==> src/rtl/dma_bh_pkg.sv <==
package dma_bh_pkg;
  typedef enum logic [1:0] {ST_IDLE, ST_RD, ST_WR, ST_HOLD} dma_st_e;

  localparam logic [2:0] MODE_M2M = 3'd0;
  localparam logic [2:0] MODE_P2M = 3'd1;

  localparam logic [2:0] OFS_CTRL = 3'd0;
  localparam logic [2:0] OFS_SRC  = 3'd1;
  localparam logic [2:0] OFS_DST  = 3'd2;
  localparam logic [2:0] OFS_CNT  = 3'd3;
  localparam logic [2:0] OFS_BH   = 3'd4;

  function automatic logic [31:0] lane_mask(input logic [1:0] sz);
    case (sz)
      2'd0:    lane_mask = 32'h0000_00FF;
      2'd1:    lane_mask = 32'h0000_FFFF;
      default: lane_mask = 32'hFFFF_FFFF;
    endcase
  endfunction

  function automatic logic [1:0] norm_size(input logic [1:0] sz);
    norm_size = (sz == 2'd3) ? 2'd2 : sz;
  endfunction
endpackage

==> src/rtl/dma_bh_regs.sv <==
module dma_bh_regs
  import dma_bh_pkg::*;
#(
  parameter int ADDR_W = 32,
  parameter int CNT_W  = 16
) (
  input  logic              clk,
  input  logic              rst_n,
  input  logic              cfg_we,
  input  logic [2:0]        cfg_addr,
  input  logic [31:0]       cfg_wdata,
  input  logic              fin,
  output logic [2:0]        mode,
  output logic [1:0]        size,
  output logic              trig,
  output logic [ADDR_W-1:0] src_cfg,
  output logic [ADDR_W-1:0] dst_pre,
  output logic [CNT_W-1:0]  cnt_pre,
  output logic [7:0]        burst,
  output logic [7:0]        hold,
  output logic              start,
  output logic              done,
  output logic              load
);
  logic wr_ok;
  assign wr_ok = cfg_we && !start;
  assign load  = wr_ok && (cfg_addr == OFS_CTRL) && cfg_wdata[8] &&
                 ((cfg_wdata[2:0] == MODE_M2M) || (cfg_wdata[2:0] == MODE_P2M));

  always_ff @(posedge clk or negedge rst_n) begin
    if (!rst_n) begin
      mode <= '0; size <= '0; trig <= 1'b0;
      src_cfg <= '0; dst_pre <= '0; cnt_pre <= '0;
      burst <= '0; hold <= '0; start <= 1'b0; done <= 1'b0;
    end else begin
      if (wr_ok) begin
        case (cfg_addr)
          OFS_CTRL: begin
            mode <= cfg_wdata[2:0];
            size <= cfg_wdata[5:4];
            trig <= cfg_wdata[9];
          end
          OFS_SRC: src_cfg <= cfg_wdata[ADDR_W-1:0];
          OFS_DST: dst_pre <= cfg_wdata[ADDR_W-1:0];
          OFS_CNT: cnt_pre <= cfg_wdata[CNT_W-1:0];
          OFS_BH: begin
            burst <= cfg_wdata[7:0];
            hold  <= cfg_wdata[15:8];
          end
          default: ;
        endcase
      end
      if (load) begin
        start <= 1'b1;
        done  <= 1'b0;
      end
      if (fin) begin
        start <= 1'b0;
        done  <= 1'b1;
      end
    end
  end

  p_done_sticky_r8: assert property (@(posedge clk) disable iff (!rst_n)
    done && !load |=> done);
  p_finish_r8: assert property (@(posedge clk) disable iff (!rst_n)
    fin |=> (!start && done));
endmodule

==> src/rtl/dma_bh_addr.sv <==
module dma_bh_addr
  import dma_bh_pkg::*;
#(
  parameter int ADDR_W = 32
) (
  input  logic              clk,
  input  logic              rst_n,
  input  logic              load,
  input  logic              adv,
  input  logic [2:0]        mode,
  input  logic [1:0]        size,
  input  logic [ADDR_W-1:0] src_cfg,
  input  logic [ADDR_W-1:0] dst_pre,
  output logic [ADDR_W-1:0] src_ptr,
  output logic [ADDR_W-1:0] dst_ptr
);
  logic [ADDR_W-1:0] step;
  logic              p2m;

  assign p2m = (mode == MODE_P2M);

  always_comb begin
    case (norm_size(size))
      2'd0:    step = ADDR_W'(1);
      2'd1:    step = ADDR_W'(2);
      default: step = ADDR_W'(4);
    endcase
    if (p2m) step = ADDR_W'(4);
  end

  always_ff @(posedge clk or negedge rst_n) begin
    if (!rst_n) begin
      src_ptr <= '0;
      dst_ptr <= '0;
    end else if (load) begin
      src_ptr <= src_cfg;
      dst_ptr <= dst_pre;
    end else if (adv) begin
      dst_ptr <= dst_ptr + step;
      if (!p2m) src_ptr <= src_ptr + step;
    end
  end

  p_src_fixed_r6: assert property (@(posedge clk) disable iff (!rst_n)
    p2m && !load |=> $stable(src_ptr));
endmodule

==> src/rtl/dma_bh_seq.sv <==
module dma_bh_seq
  import dma_bh_pkg::*;
#(
  parameter int CNT_W = 16
) (
  input  logic             clk,
  input  logic             rst_n,
  input  logic             start,
  input  logic             load,
  input  logic [CNT_W-1:0] cnt_pre,
  input  logic [7:0]       burst,
  input  logic [7:0]       hold,
  input  logic             go,
  input  logic             bus_gnt,
  output logic             bus_req,
  output logic             bus_we,
  output logic             cap,
  output logic             adv,
  output logic             fin
);
  dma_st_e          st;
  logic [CNT_W-1:0] count;
  logic [7:0]       bl, hc, burst_eff;

  assign burst_eff = (burst == 8'd0) ? 8'd1 : burst;
  assign bus_req   = (st == ST_RD) || (st == ST_WR);
  assign bus_we    = (st == ST_WR);
  assign cap       = (st == ST_RD) && bus_gnt;
  assign adv       = (st == ST_WR) && bus_gnt;
  assign fin       = (st == ST_IDLE) && start && (count == '0);

  always_ff @(posedge clk or negedge rst_n) begin
    if (!rst_n) begin
      st <= ST_IDLE; count <= '0; bl <= '0; hc <= '0;
    end else begin
      case (st)
        ST_IDLE: begin
          if (load) begin
            count <= cnt_pre;
            bl    <= burst_eff;
          end else if (start && (count != '0) && go) begin
            st <= ST_RD;
          end
        end
        ST_RD: if (bus_gnt) st <= ST_WR;
        ST_WR: begin
          if (bus_gnt) begin
            count <= count - CNT_W'(1);
            if (count == CNT_W'(1)) begin
              st <= ST_IDLE;
            end else if (bl == 8'd1) begin
              bl <= burst_eff;
              if (hold == 8'd0) st <= ST_IDLE;
              else begin
                st <= ST_HOLD;
                hc <= hold;
              end
            end else begin
              bl <= bl - 8'd1;
              st <= ST_IDLE;
            end
          end
        end
        default: begin
          if (hc == 8'd1) st <= ST_IDLE;
          else hc <= hc - 8'd1;
        end
      endcase
    end
  end

  p_idle_quiet_r8: assert property (@(posedge clk) disable iff (!rst_n)
    !start |-> !bus_req);
  p_count_on_write_r4: assert property (@(posedge clk) disable iff (!rst_n)
    (count != $past(count)) |-> ($past(load) || $past(bus_req && bus_we && bus_gnt)));
  p_req_keep_r4: assert property (@(posedge clk) disable iff (!rst_n)
    bus_req && !bus_gnt |=> bus_req && $stable(bus_we));
endmodule

==> src/rtl/dma_burst_hold.sv <==
module dma_burst_hold
  import dma_bh_pkg::*;
#(
  parameter int ADDR_W = 32,
  parameter int CNT_W  = 16
) (
  input  logic              clk,
  input  logic              rst_n,
  input  logic              cfg_we,
  input  logic [2:0]        cfg_addr,
  input  logic [31:0]       cfg_wdata,
  input  logic              periph_rdy,
  output logic              bus_req,
  input  logic              bus_gnt,
  output logic              bus_we,
  output logic [ADDR_W-1:0] bus_addr,
  output logic [1:0]        bus_size,
  output logic [31:0]       bus_wdata,
  input  logic [31:0]       bus_rdata,
  output logic              done
);
  logic [2:0]        mode;
  logic [1:0]        size;
  logic              trig, start, load, fin, cap, adv, go;
  logic [ADDR_W-1:0] src_cfg, dst_pre, src_ptr, dst_ptr;
  logic [CNT_W-1:0]  cnt_pre;
  logic [7:0]        burst, hold;
  logic [31:0]       data_q;

  dma_bh_regs #(.ADDR_W(ADDR_W), .CNT_W(CNT_W)) u_regs (
    .clk(clk), .rst_n(rst_n), .cfg_we(cfg_we), .cfg_addr(cfg_addr),
    .cfg_wdata(cfg_wdata), .fin(fin), .mode(mode), .size(size), .trig(trig),
    .src_cfg(src_cfg), .dst_pre(dst_pre), .cnt_pre(cnt_pre), .burst(burst),
    .hold(hold), .start(start), .done(done), .load(load));

  dma_bh_addr #(.ADDR_W(ADDR_W)) u_addr (
    .clk(clk), .rst_n(rst_n), .load(load), .adv(adv), .mode(mode),
    .size(size), .src_cfg(src_cfg), .dst_pre(dst_pre),
    .src_ptr(src_ptr), .dst_ptr(dst_ptr));

  dma_bh_seq #(.CNT_W(CNT_W)) u_seq (
    .clk(clk), .rst_n(rst_n), .start(start), .load(load), .cnt_pre(cnt_pre),
    .burst(burst), .hold(hold), .go(go), .bus_gnt(bus_gnt),
    .bus_req(bus_req), .bus_we(bus_we), .cap(cap), .adv(adv), .fin(fin));

  assign go        = periph_rdy || ((mode == MODE_P2M) && trig);
  assign bus_addr  = bus_we ? dst_ptr : src_ptr;
  assign bus_size  = (mode == MODE_P2M) ? 2'd2 : norm_size(size);
  assign bus_wdata = data_q;

  always_ff @(posedge clk or negedge rst_n) begin
    if (!rst_n) data_q <= '0;
    else if (cap) data_q <= bus_rdata & lane_mask(size);
  end

  p_beat_stable_r4: assert property (@(posedge clk) disable iff (!rst_n)
    bus_req && !bus_gnt |=> $stable(bus_addr) && $stable(bus_size) && $stable(bus_wdata));
endmodule

==> config.mk <==
export PLATFORM = sky130hd
export DESIGN_NAME = dma_burst_hold
export DESIGN_NICKNAME = d
export VERILOG_FILES = /design/src/rtl/dma_bh_pkg.sv /design/src/rtl/dma_bh_regs.sv /design/src/rtl/dma_bh_addr.sv /design/src/rtl/dma_bh_seq.sv /design/src/rtl/dma_burst_hold.sv
export SDC_FILE = /design/constraint.sdc
export NUM_CORES = 1
export LEC_CHECK = 0
export BUFFER_PORTS_ARGS = -buffer_cell sky130_fd_sc_hd__clkbuf_2
export CAP_MARGIN = 30
export CORE_MARGIN = 2
export CORE_UTILIZATION = 53
export DETAILED_ROUTE_END_ITERATION = 7
export PLACE_DENSITY = 0.74
export SETUP_SLACK_MARGIN = 0.4
export SLEW_MARGIN = 15
export SYNTH_ARGS = -nofsm -noshare
export SYNTH_HDL_FRONTEND = slang
export SYNTH_SLANG_ARGS = --single-unit
==> constraint.sdc <==
create_clock -name clk -period 3.2 [get_ports clk]
set_input_delay 0.64 -clock clk [delete_from_list [all_inputs] [get_ports clk]]
set_output_delay 0.64 -clock clk [all_outputs]
set_load 0.02 [all_outputs]
==> reports/metrics.yaml, run 1 <==
drt-vias-per-instance: 6.01
rows: 54
synth_edf_count: 0
antenna_cells: 0
numCtsBuffers: 26
drive_gt1_share_pct: 30.7
worst-path-max-fanout: 12
final_cell_mix: "234 x dfrtp_1, 138 x nand2_1, 138 x clkbuf_2, 137 x mux2_2, 87 x o21ai_0"
nets: 1348
total_power_mw: 11.6
seq_area_frac_synth_pct: 49.4
gr-total-overflow: 0
rsz0062_at_grt: "no"
placed_area_um2: 12900
antenna_found_initial: 0
p_per_area_nw_per_um2: 833
yosysTopAreaCell: "dfrtp_1"
endpoint_kind: "primary output"
cts_tree: "yes"
port_buffers: 140
grt_max_degree: 96
fmaxAchievable_ghz: 0.376
ant_nets: 0
ys_seq_elements: 234
finalCritPeriodShare_pct: 83.2
dp.cells: 1503
drc_errors: 0
drtPass1Iterations: 5
status: "finished clean"
drv_cap: 0
final_core_util_pct: 63.4
synth_nets: 1211
hold_viol: 0
combPwrFrac_pct: 33.9
clkTransAtPathRegs_ns: 0.06
max_slew_margin_pct: 40.3
dpl.hpwl_mm: 20.0
wl_mm: 29.5
worstSetupPathType: "reg -> out"
pre_cts_ws_ns: 0.393
netlist_area_um2: 11800
grt_pass1_vias: 9425
vias: 9371
globalplace.congestion: 0.887
worst_slack_ns: 0.538
p_leak_nw: 6.03
worst-r2r-cell-count: 9
start_util_pct: 54.1
drv_slew: 0
stdcell_count: 1558
root_buffer: "clkbuf_16"
dominantRegCellSynth: "dfrtp_1"
layout_commonest_cell: "dfrtp_1"
cts_buffer_depth: 3
post-route-cell-area_um2: 13900
min_period_ns: 2.66
grt.total_usage_pct: 25.3
num_io_pins: 141
power_frac_seq_pct: 39.5
p_int_mw: 7.37
power_frac_clock_pct: 26.6
die_h_um: 154
grt_pass1_wl_mm: 48.9
syn2layout_area_growth_pct: 17.1
holdWs_ns: 0.120
rr_endpoint: "u_addr.dst_ptr[19]"
r2r-start: "u_seq.st[0]"
switching_share_pct: 36.3
r2r_slack_ns: 0.55
switchingPower_mw: 4.19
avgSynthCellArea_um2: 10.6
synth_cell_types: 71
die_w_um: 154
setup_viol: 0
startpoint_type: "flip-flop"
htree_levels: 1
synthCells: 1122
fp.dieArea_um2: 23600
tightestPinTransition_ns: 0.893
initialDrtViolationCount: 742
ir_drop_mv: 0.580
arrival_ns: 2.02
wl_per_cell_um: 18.9
core_area_um2: 21900
clock_sinks: 234
yosysWarnings: 0
finClkSkew_ns: 0.0288
min_path_type: "in -> async"
required_ns: 2.56
tns_ns: 0
synthArstFlopShare_pct: 100
synth_top_area_share_pct: 49.4
synthTopCellsByArea: "dfrtp_1 49%, mux2_2 13%, nand2_1 4.4%"
clk_latency_ns: 0.54
synth_stat cells (all sizes together) (17+ instances only):
cell and instances:
o21ai 90, a21oi 35, clkbuf 49, nand4 39
ha 17, xnor2 24, xor2 27, nor3 20
nand3 25, dfrtp 234, buf 18, inv 25
mux2 137, nor2 44, nand2 138, a31oi 18
kinds of logic after synthesis:
family	share of synthesized area (%)
compound gates	12.2
xor+xnor	3.77
fa+ha+maj	1.80
simple gates	15.8
buf+inv	3.30
mux	13.7
flops	49.4
area by class of cell:
type,count,area (um^2)
Timing Repair Buffer,176,1010
Clock inverter,12,151
Clock buffer,35,744
Sequential cell,234,5860
Inverter,26,97.6
Tap cell,280,350
Fill cell,1806,8020
Multi-Input combinational cell,795,5660
worst max-delay path: stages (launching register included):
cell	delay, ns
dfrtp_1	0.40
inv_2	0.08
ha_4	0.20
buf_4	0.16
buf_4	0.19
o21ai_0	0.25
clkbuf_2	0.22
power by group through the flow:
stage | Combinational [mW] | Clock (mW) | Sequential [mW]
floorplan | 2.52 | 0 | 4.60
global placement | 3.72 | 0 | 4.54
detailed placement | 3.81 | 0 | 4.58
CTS | 3.87 | 3.14 | 4.54
global route | 4.30 | 3.25 | 4.68
finish | 3.92 | 3.08 | 4.56
flip-flops by register name (all words and copies together) (netlist names):
signal          cells
u_seq.hc            8
u_regs.start        1
bus_wdata          32
u_regs.src_cfg     32
u_seq.bl            8
u_seq.st            2
u_regs.hold         8
u_regs.size         2
u_regs.dst_pre     32
u_regs.cnt_pre     16
u_addr.src_ptr     32
u_addr.dst_ptr     32
u_seq.count        16
u_regs.burst        8
u_regs.mode         3
u_regs.done         1
u_regs.trig         1
repair_timing:
item,CTS,global route
hold buffers,0,0
setup endpoints to repair,25,36
setup buffers,4,4
pin swaps,1,1
gates resized for setup,3,9
how the worst max path moves through the flow:
stage	cells past startpoint	start	end
floorplan	6	u_seq.st[0]	bus_addr[12]
global placement	9	u_regs.mode[1]	u_addr.dst_ptr[15]
detailed placement	9	u_regs.mode[1]	u_addr.dst_ptr[5]
CTS	8	u_regs.mode[1]	u_addr.dst_ptr[19]
global route	10	u_regs.mode[0]	u_addr.src_ptr[27]
finish	6	u_seq.st[0]	bus_addr[31]
per-layer routing:
metal,wire length (um),up-vias,track usage (%)
met4,715,0,7.25
met5,0,-,0
met2,13900,321,40.7
met1,13200,4657,35.6
met3,1770,50,4.28
li1,-,4343,-
Power figures use the tool's default switching activity.
==> run 2: changes to the inputs <==
Clock period 3.2 ns to 2.6 ns, I/O delays scaled along.
==> reports/metrics.yaml, run 2 (same netlist as run 1, synthesis figures left out) <==
worst-r2r-cell-count: 10  # +1
tightestPinTransition_ns: 0.852  # -0.0418 ns
wl_mm: 36.5  # +23%
initialDrtViolationCount: 914  # +23%
nets: 1442  # +7.0%
cts_tree: "yes"
switchingPower_mw: 6.20  # +48%
ir_drop_mv: 0.607  # +4.6%
hold_viol: 0  # unchanged
vias: 10300  # +9.4%
drv_slew: 0  # unchanged
p_leak_nw: 7.04  # +17%
layout.area.seq_um2: 5860  # unchanged
placed_area_um2: 13300  # +3.0%
syn2layout_area_growth_pct: 37.0
r2r_slack_ns: 0.02  # -0.53 ns
start_util_pct: 54.1  # unchanged
grt_pass1_wl_mm: 54.9  # +12%
post-route-cell-area_um2: 16200  # +17%
wl_per_cell_um: 22.1  # +17%
startpoint_type: "flip-flop"
grt_pass1_vias: 10200  # +7.9%
status: "finished clean"
port_buffers: 140  # unchanged
clock_sinks: 234  # unchanged
worst_slack_ns: 0.0167  # -0.521 ns
grt_max_degree: 73  # -24%
numCtsBuffers: 25  # -3.8%
drt-vias-per-instance: 6.21  # +3.3%
pre_cts_ws_ns: -0.00763  # -0.401 ns
p_int_mw: 10.5  # +43%
antenna_cells: 0  # unchanged
hold_depth: 2
die_w_um: 154  # unchanged
final_cell_mix: "234 x dfrtp_1, 125 x nand2_1, 110 x mux2_2, 103 x clkbuf_2, 74 x buf_4"
fp.dieArea_um2: 23600  # unchanged
max_slew_margin_pct: 43.1  # +2.8 points
multi_input_area_um2: 6670  # +18%
endpoint_kind: "flip-flop"
root_buffer: "clkbuf_16"
total_power_mw: 16.7  # +45%
rr_endpoint: "u_addr.src_ptr[30]"
ant_nets: 0  # unchanged
finClkSkew_ns: 0.0200  # -0.00887 ns
rsz0062_at_grt: "yes"
clk_latency_ns: 0.54  # about the same
r2r-start: "u_regs.mode[2]"
clkTransAtPathRegs_ns: 0.07  # about the same
worst-path-max-fanout: 6  # -6
final_core_util_pct: 74.1  # +11 points
num_io_pins: 141  # unchanged
fmaxAchievable_ghz: 0.387
gr-total-overflow: 0  # unchanged
min_path_type: "in -> reg"
setup_viol: 0  # unchanged
dpl.hpwl_mm: 20.7  # +3.4%
core_area_um2: 21900  # unchanged
layout_commonest_cell: "dfrtp_1"
power_frac_clock_pct: 20.6  # -6.0 points
drive_gt1_share_pct: 42.5  # +12 points
drc_errors: 0  # unchanged
htree_levels: 1  # unchanged
power_frac_seq_pct: 34.1  # -5.4 points
finalCritPeriodShare_pct: 99.4
rows: 54  # unchanged
cts_buffer_depth: 3  # unchanged
hp-start: "bus_rdata[15]"
grt.total_usage_pct: 28.8  # +3.6 points
globalplace.congestion: 0.917  # +3.5%
switching_share_pct: 37.0  # +0.76 points
worstHoldEndpoint: "bus_wdata[15]"
p_per_area_nw_per_um2: 1030  # +24%
drv_cap: 0  # unchanged
worstSetupPathType: "reg -> reg"
fillers: 1375  # -24%
die_h_um: 154  # unchanged
combPwrFrac_pct: 45.3  # +11 points
holdWs_ns: 0.227  # +0.107 ns
arrival_ns: 3.03  # +1.01 ns
required_ns: 3.05  # +0.49 ns
antenna_found_initial: 0  # unchanged
min_period_ns: 2.58
drtPass1Iterations: 5  # unchanged
-- run 2: cell count changes in the layout (fill, tap and decap cells not counted), sizes merged --
cell	delta
bufinv	-3
buf	+126
clkinvlp	-1
dlygate4sd3	+1
inv	+2
clkinv	-2
clkbuf	-30
-- run 2: worst max path at each step --
stage	from	to	depth (start not counted)
2_1_floorplan	u_regs.mode[2]	u_addr.src_ptr[26]	10
3_3_place_gp	u_regs.mode[2]	u_addr.dst_ptr[14]	8
3_5_place_dp	u_regs.mode[0]	u_addr.dst_ptr[19]	10
4_1_cts	u_seq.st[0]	bus_addr[7]	6
5_1_grt	u_seq.st[0]	u_addr.src_ptr[27]	10
6_report	u_regs.mode[2]	u_addr.src_ptr[30]	10
-- run 2: power by group through the flow --
stage               clock [mW]  sequential, mW  combinational (mW)
floorplan                    0            5.67                3.25
global placement             0            5.57                4.87
detailed placement           0            5.62                4.98
CTS                       3.48            5.60                6.53
global route              3.64            5.83                8.08
finish                    3.44            5.71                7.59
-- run 2: metrics by stage --
step / cells / setup TNS [ns]
final: 1651 / 0
after detailed placement: 1524 / -0.00763
after floorplan: 1122 / 0
after global routing: 1651 / -0.0430
after global placement: 1524 / -3.17
after CTS: 1626 / 0
-- run 2: per-layer routing --
layer | track usage [%] | share of wire (%) | wire (um) | up-vias
met5 | 0 | 0 | 0 | -
met4 | 11.4 | 4.6 | 1660 | 0
met3 | 4.40 | 7.4 | 2700 | 123
met2 | 45.8 | 47 | 17300 | 524
met1 | 40.2 | 41 | 14800 | 5080
li1 | - | - | - | 4527
-- run 2: cell type report --
type	instances	share of cell area, %
Sequential cell	234	36.1
Multi-Input combinational cell	795	41.1
Timing Repair Buffer	271	15.1
Inverter	26	0.663
Clock buffer	37	4.56
Clock inverter	8	0.285
Tap cell	280	2.16
-- run 2: critical path, cell delays in order, from the launching register on --
cell and delay [ns]:
dfrtp_1 0.38, or3b_4 0.43, nand2b_4 0.10, buf_6 0.12, ha_4 0.17, nand2_4 0.06, o31ai_4 0.39, buf_4 0.19
nand3_4 0.09, or3_1 0.35, a31oi_1 0.22
-- run 2: timing repair --
action,4_1_cts,5_1_grt
resized for setup,237,144
setup endpoints to repair,114,133
cloned,5,1
hold buffers,1,0
pin swaps,62,73
setup buffers,51,24
hold endpoints to repair,60,0
==> run 3: changes to the inputs <==
Clock period 2.6 ns to 3.3 ns, I/O delays scaled along.
==> reports/metrics.yaml, run 3 (same netlist as run 1, synthesis figures left out) <==
clkTransAtPathRegs_ns: 0.06  # about the same
tightestPinTransition_ns: 0.879  # +0.0278 ns
drc_errors: 0  # unchanged
drtPass1Iterations: 6  # +1
post-route-cell-area_um2: 13800  # -15%
worstSetupPathType: "reg -> out"
clock_sinks: 234  # unchanged
antenna_found_initial: 0  # unchanged
worst-r2r-cell-count: 9  # -1
finalCritPeriodShare_pct: 83.6
layout_commonest_cell: "dfrtp_1"
p_leak_nw: 5.97  # -15%
tns_ns: 0  # unchanged
startpoint_type: "flip-flop"
endpoint_kind: "primary output"
ant_nets: 0  # unchanged
wl_per_cell_um: 19.0  # -14%
drive_gt1_share_pct: 29.5  # -13 points
worst_slack_ns: 0.540  # +0.523 ns
grt.total_usage_pct: 25.0  # -3.8 points
die_h_um: 154  # unchanged
final_cell_mix: "234 x dfrtp_1, 139 x clkbuf_2, 138 x nand2_1, 137 x mux2_2, 87 x o21ai_0"
globalplace.congestion: 0.880  # -4.0%
holdWs_ns: 0.0974  # -0.129 ns
fp.dieArea_um2: 23600  # unchanged
start_util_pct: 54.1  # unchanged
min_path_type: "in -> async"
endpoint: "bus_addr[2]"
cts_tree: "yes"
vias: 9274  # -9.6%
wl_mm: 29.4  # -19%
worstSetupStartpoint: "u_seq.st[0]"
drv_cap: 0  # unchanged
hold_viol: 0  # unchanged
grt_pass1_vias: 9223  # -9.3%
cts_buffer_depth: 3  # unchanged
ctsHoldBuffers: 0  # -1
arrival_ns: 2.10  # -0.93 ns
r2r-start: "u_seq.st[0]"
root_buffer: "clkbuf_16"
htree_levels: 1  # unchanged
finClkSkew_ns: 0.0182  # -0.00179 ns
drv_slew: 0  # unchanged
grt_pass1_wl_mm: 48.2  # -12%
drt-vias-per-instance: 5.99  # -3.6%
pre_cts_ws_ns: 0.509  # +0.517 ns
syn2layout_area_growth_pct: 16.2
nets: 1338  # -7.2%
rsz0062_at_grt: "no"
antenna_cells: 0  # unchanged
placed_area_um2: 12800  # -3.2%
rr_endpoint: "u_seq.hc[2]"
status: "finished clean"
num_io_pins: 141  # unchanged
min_period_ns: 2.76
final_core_util_pct: 62.9  # -11 points
worst-path-max-fanout: 15  # +9
max_slew_margin_pct: 41.2  # -1.9 points
clk_latency_ns: 0.54  # about the same
rows: 54  # unchanged
fmaxAchievable_ghz: 0.362
dpl.hpwl_mm: 19.9  # -4.0%
ir_drop_mv: 0.446  # -26%
core_area_um2: 21900  # unchanged
p_per_area_nw_per_um2: 805  # -22%
die_w_um: 154  # unchanged
initialDrtViolationCount: 800  # -12%
setup_viol: 0  # unchanged
required_ns: 2.64  # -0.41 ns
r2r_slack_ns: 0.58  # +0.56 ns
port_buffers: 140  # unchanged
grt_max_degree: 95  # +30%
gr-total-overflow: 0  # unchanged
numCtsBuffers: 26  # +4.0%
==> run 3: cell count changes in the layout (fill, tap and decap cells not counted), sizes merged <==
| cell | previous run | this run |
|---|---|---|
| buf | 164 | 27 |
| clkbuf | 143 | 176 |
| bufinv | 0 | 2 |
| clkinvlp | 1 | 3 |
| inv | 27 | 25 |
| clkinv | 6 | 7 |
| dlygate4sd3 | 1 | 0 |
==> run 3: worst min path at each step <==
| stage | from | end | slack, ns | cells past startpoint |
|---|---|---|---|---|
| 3_3_place_gp | u_regs.src_cfg[10] | u_addr.src_ptr[10] | 0.45 | 2 |
| 6_report | rst_n | u_regs.hold[5] | 0.1 | 1 |
| 2_1_floorplan | rst_n | bus_wdata[0] | 0.36 | 0 |
| 5_1_grt | rst_n | u_regs.dst_pre[13] | 0.14 | 1 |
| 4_1_cts | rst_n | u_regs.dst_pre[13] | 0.12 | 1 |
| 3_5_place_dp | u_regs.dst_pre[16] | u_addr.dst_ptr[16] | 0.47 | 2 |
==> run 3: power breakdown <==
| part | switching, mW | internal, mW | total [mW] |
|---|---|---|---|
| clock | 1.17 | 1.74 | 2.92 |
| combinational | 2.17 | 1.57 | 3.74 |
| sequential | 0.712 | 3.71 | 4.42 |
| total | 4.05 | 7.02 | 11.1 |
==> run 3: through the flow <==
stage / std cells / total power, mW
after floorplan: 1122 / 6.91
after global placement: 1497 / 7.99
after detailed placement: 1497 / 8.11
after CTS: 1548 / 11.1
after global routing: 1549 / 11.7
final: 1549 / 11.1
==> run 3: worst max-delay path: stages (launching register included) <==
cell and delay [ns]:
dfrtp_1 0.41, inv_1 0.17, ha_4 0.17, buf_4 0.26, mux2_2 0.38, clkbuf_2 0.18
==> run 3: what timing repair did <==
item,4_1_cts,5_1_grt
resized for setup,1,1
buffers inserted,3,1
setup endpoints to repair,14,8
pin swaps,1,0
==> run 3: final cells by class <==
class	count	area [um^2]
Sequential cell	234	5860
Clock inverter	11	124
Timing Repair Buffer	166	951
Inverter	26	97.6
Multi-Input combinational cell	795	5630
Clock buffer	37	752
Fill cell	1776	8130
Tap cell	280	350
==> run 3: routing by layer <==
layer	GRT usage [%]	up-vias	wire (um)
met4	7.30	0	719
li1	-	4327	-
met2	40.8	323	13900
met3	4.20	45	1860
met5	0	-	0
met1	34.8	4579	12900
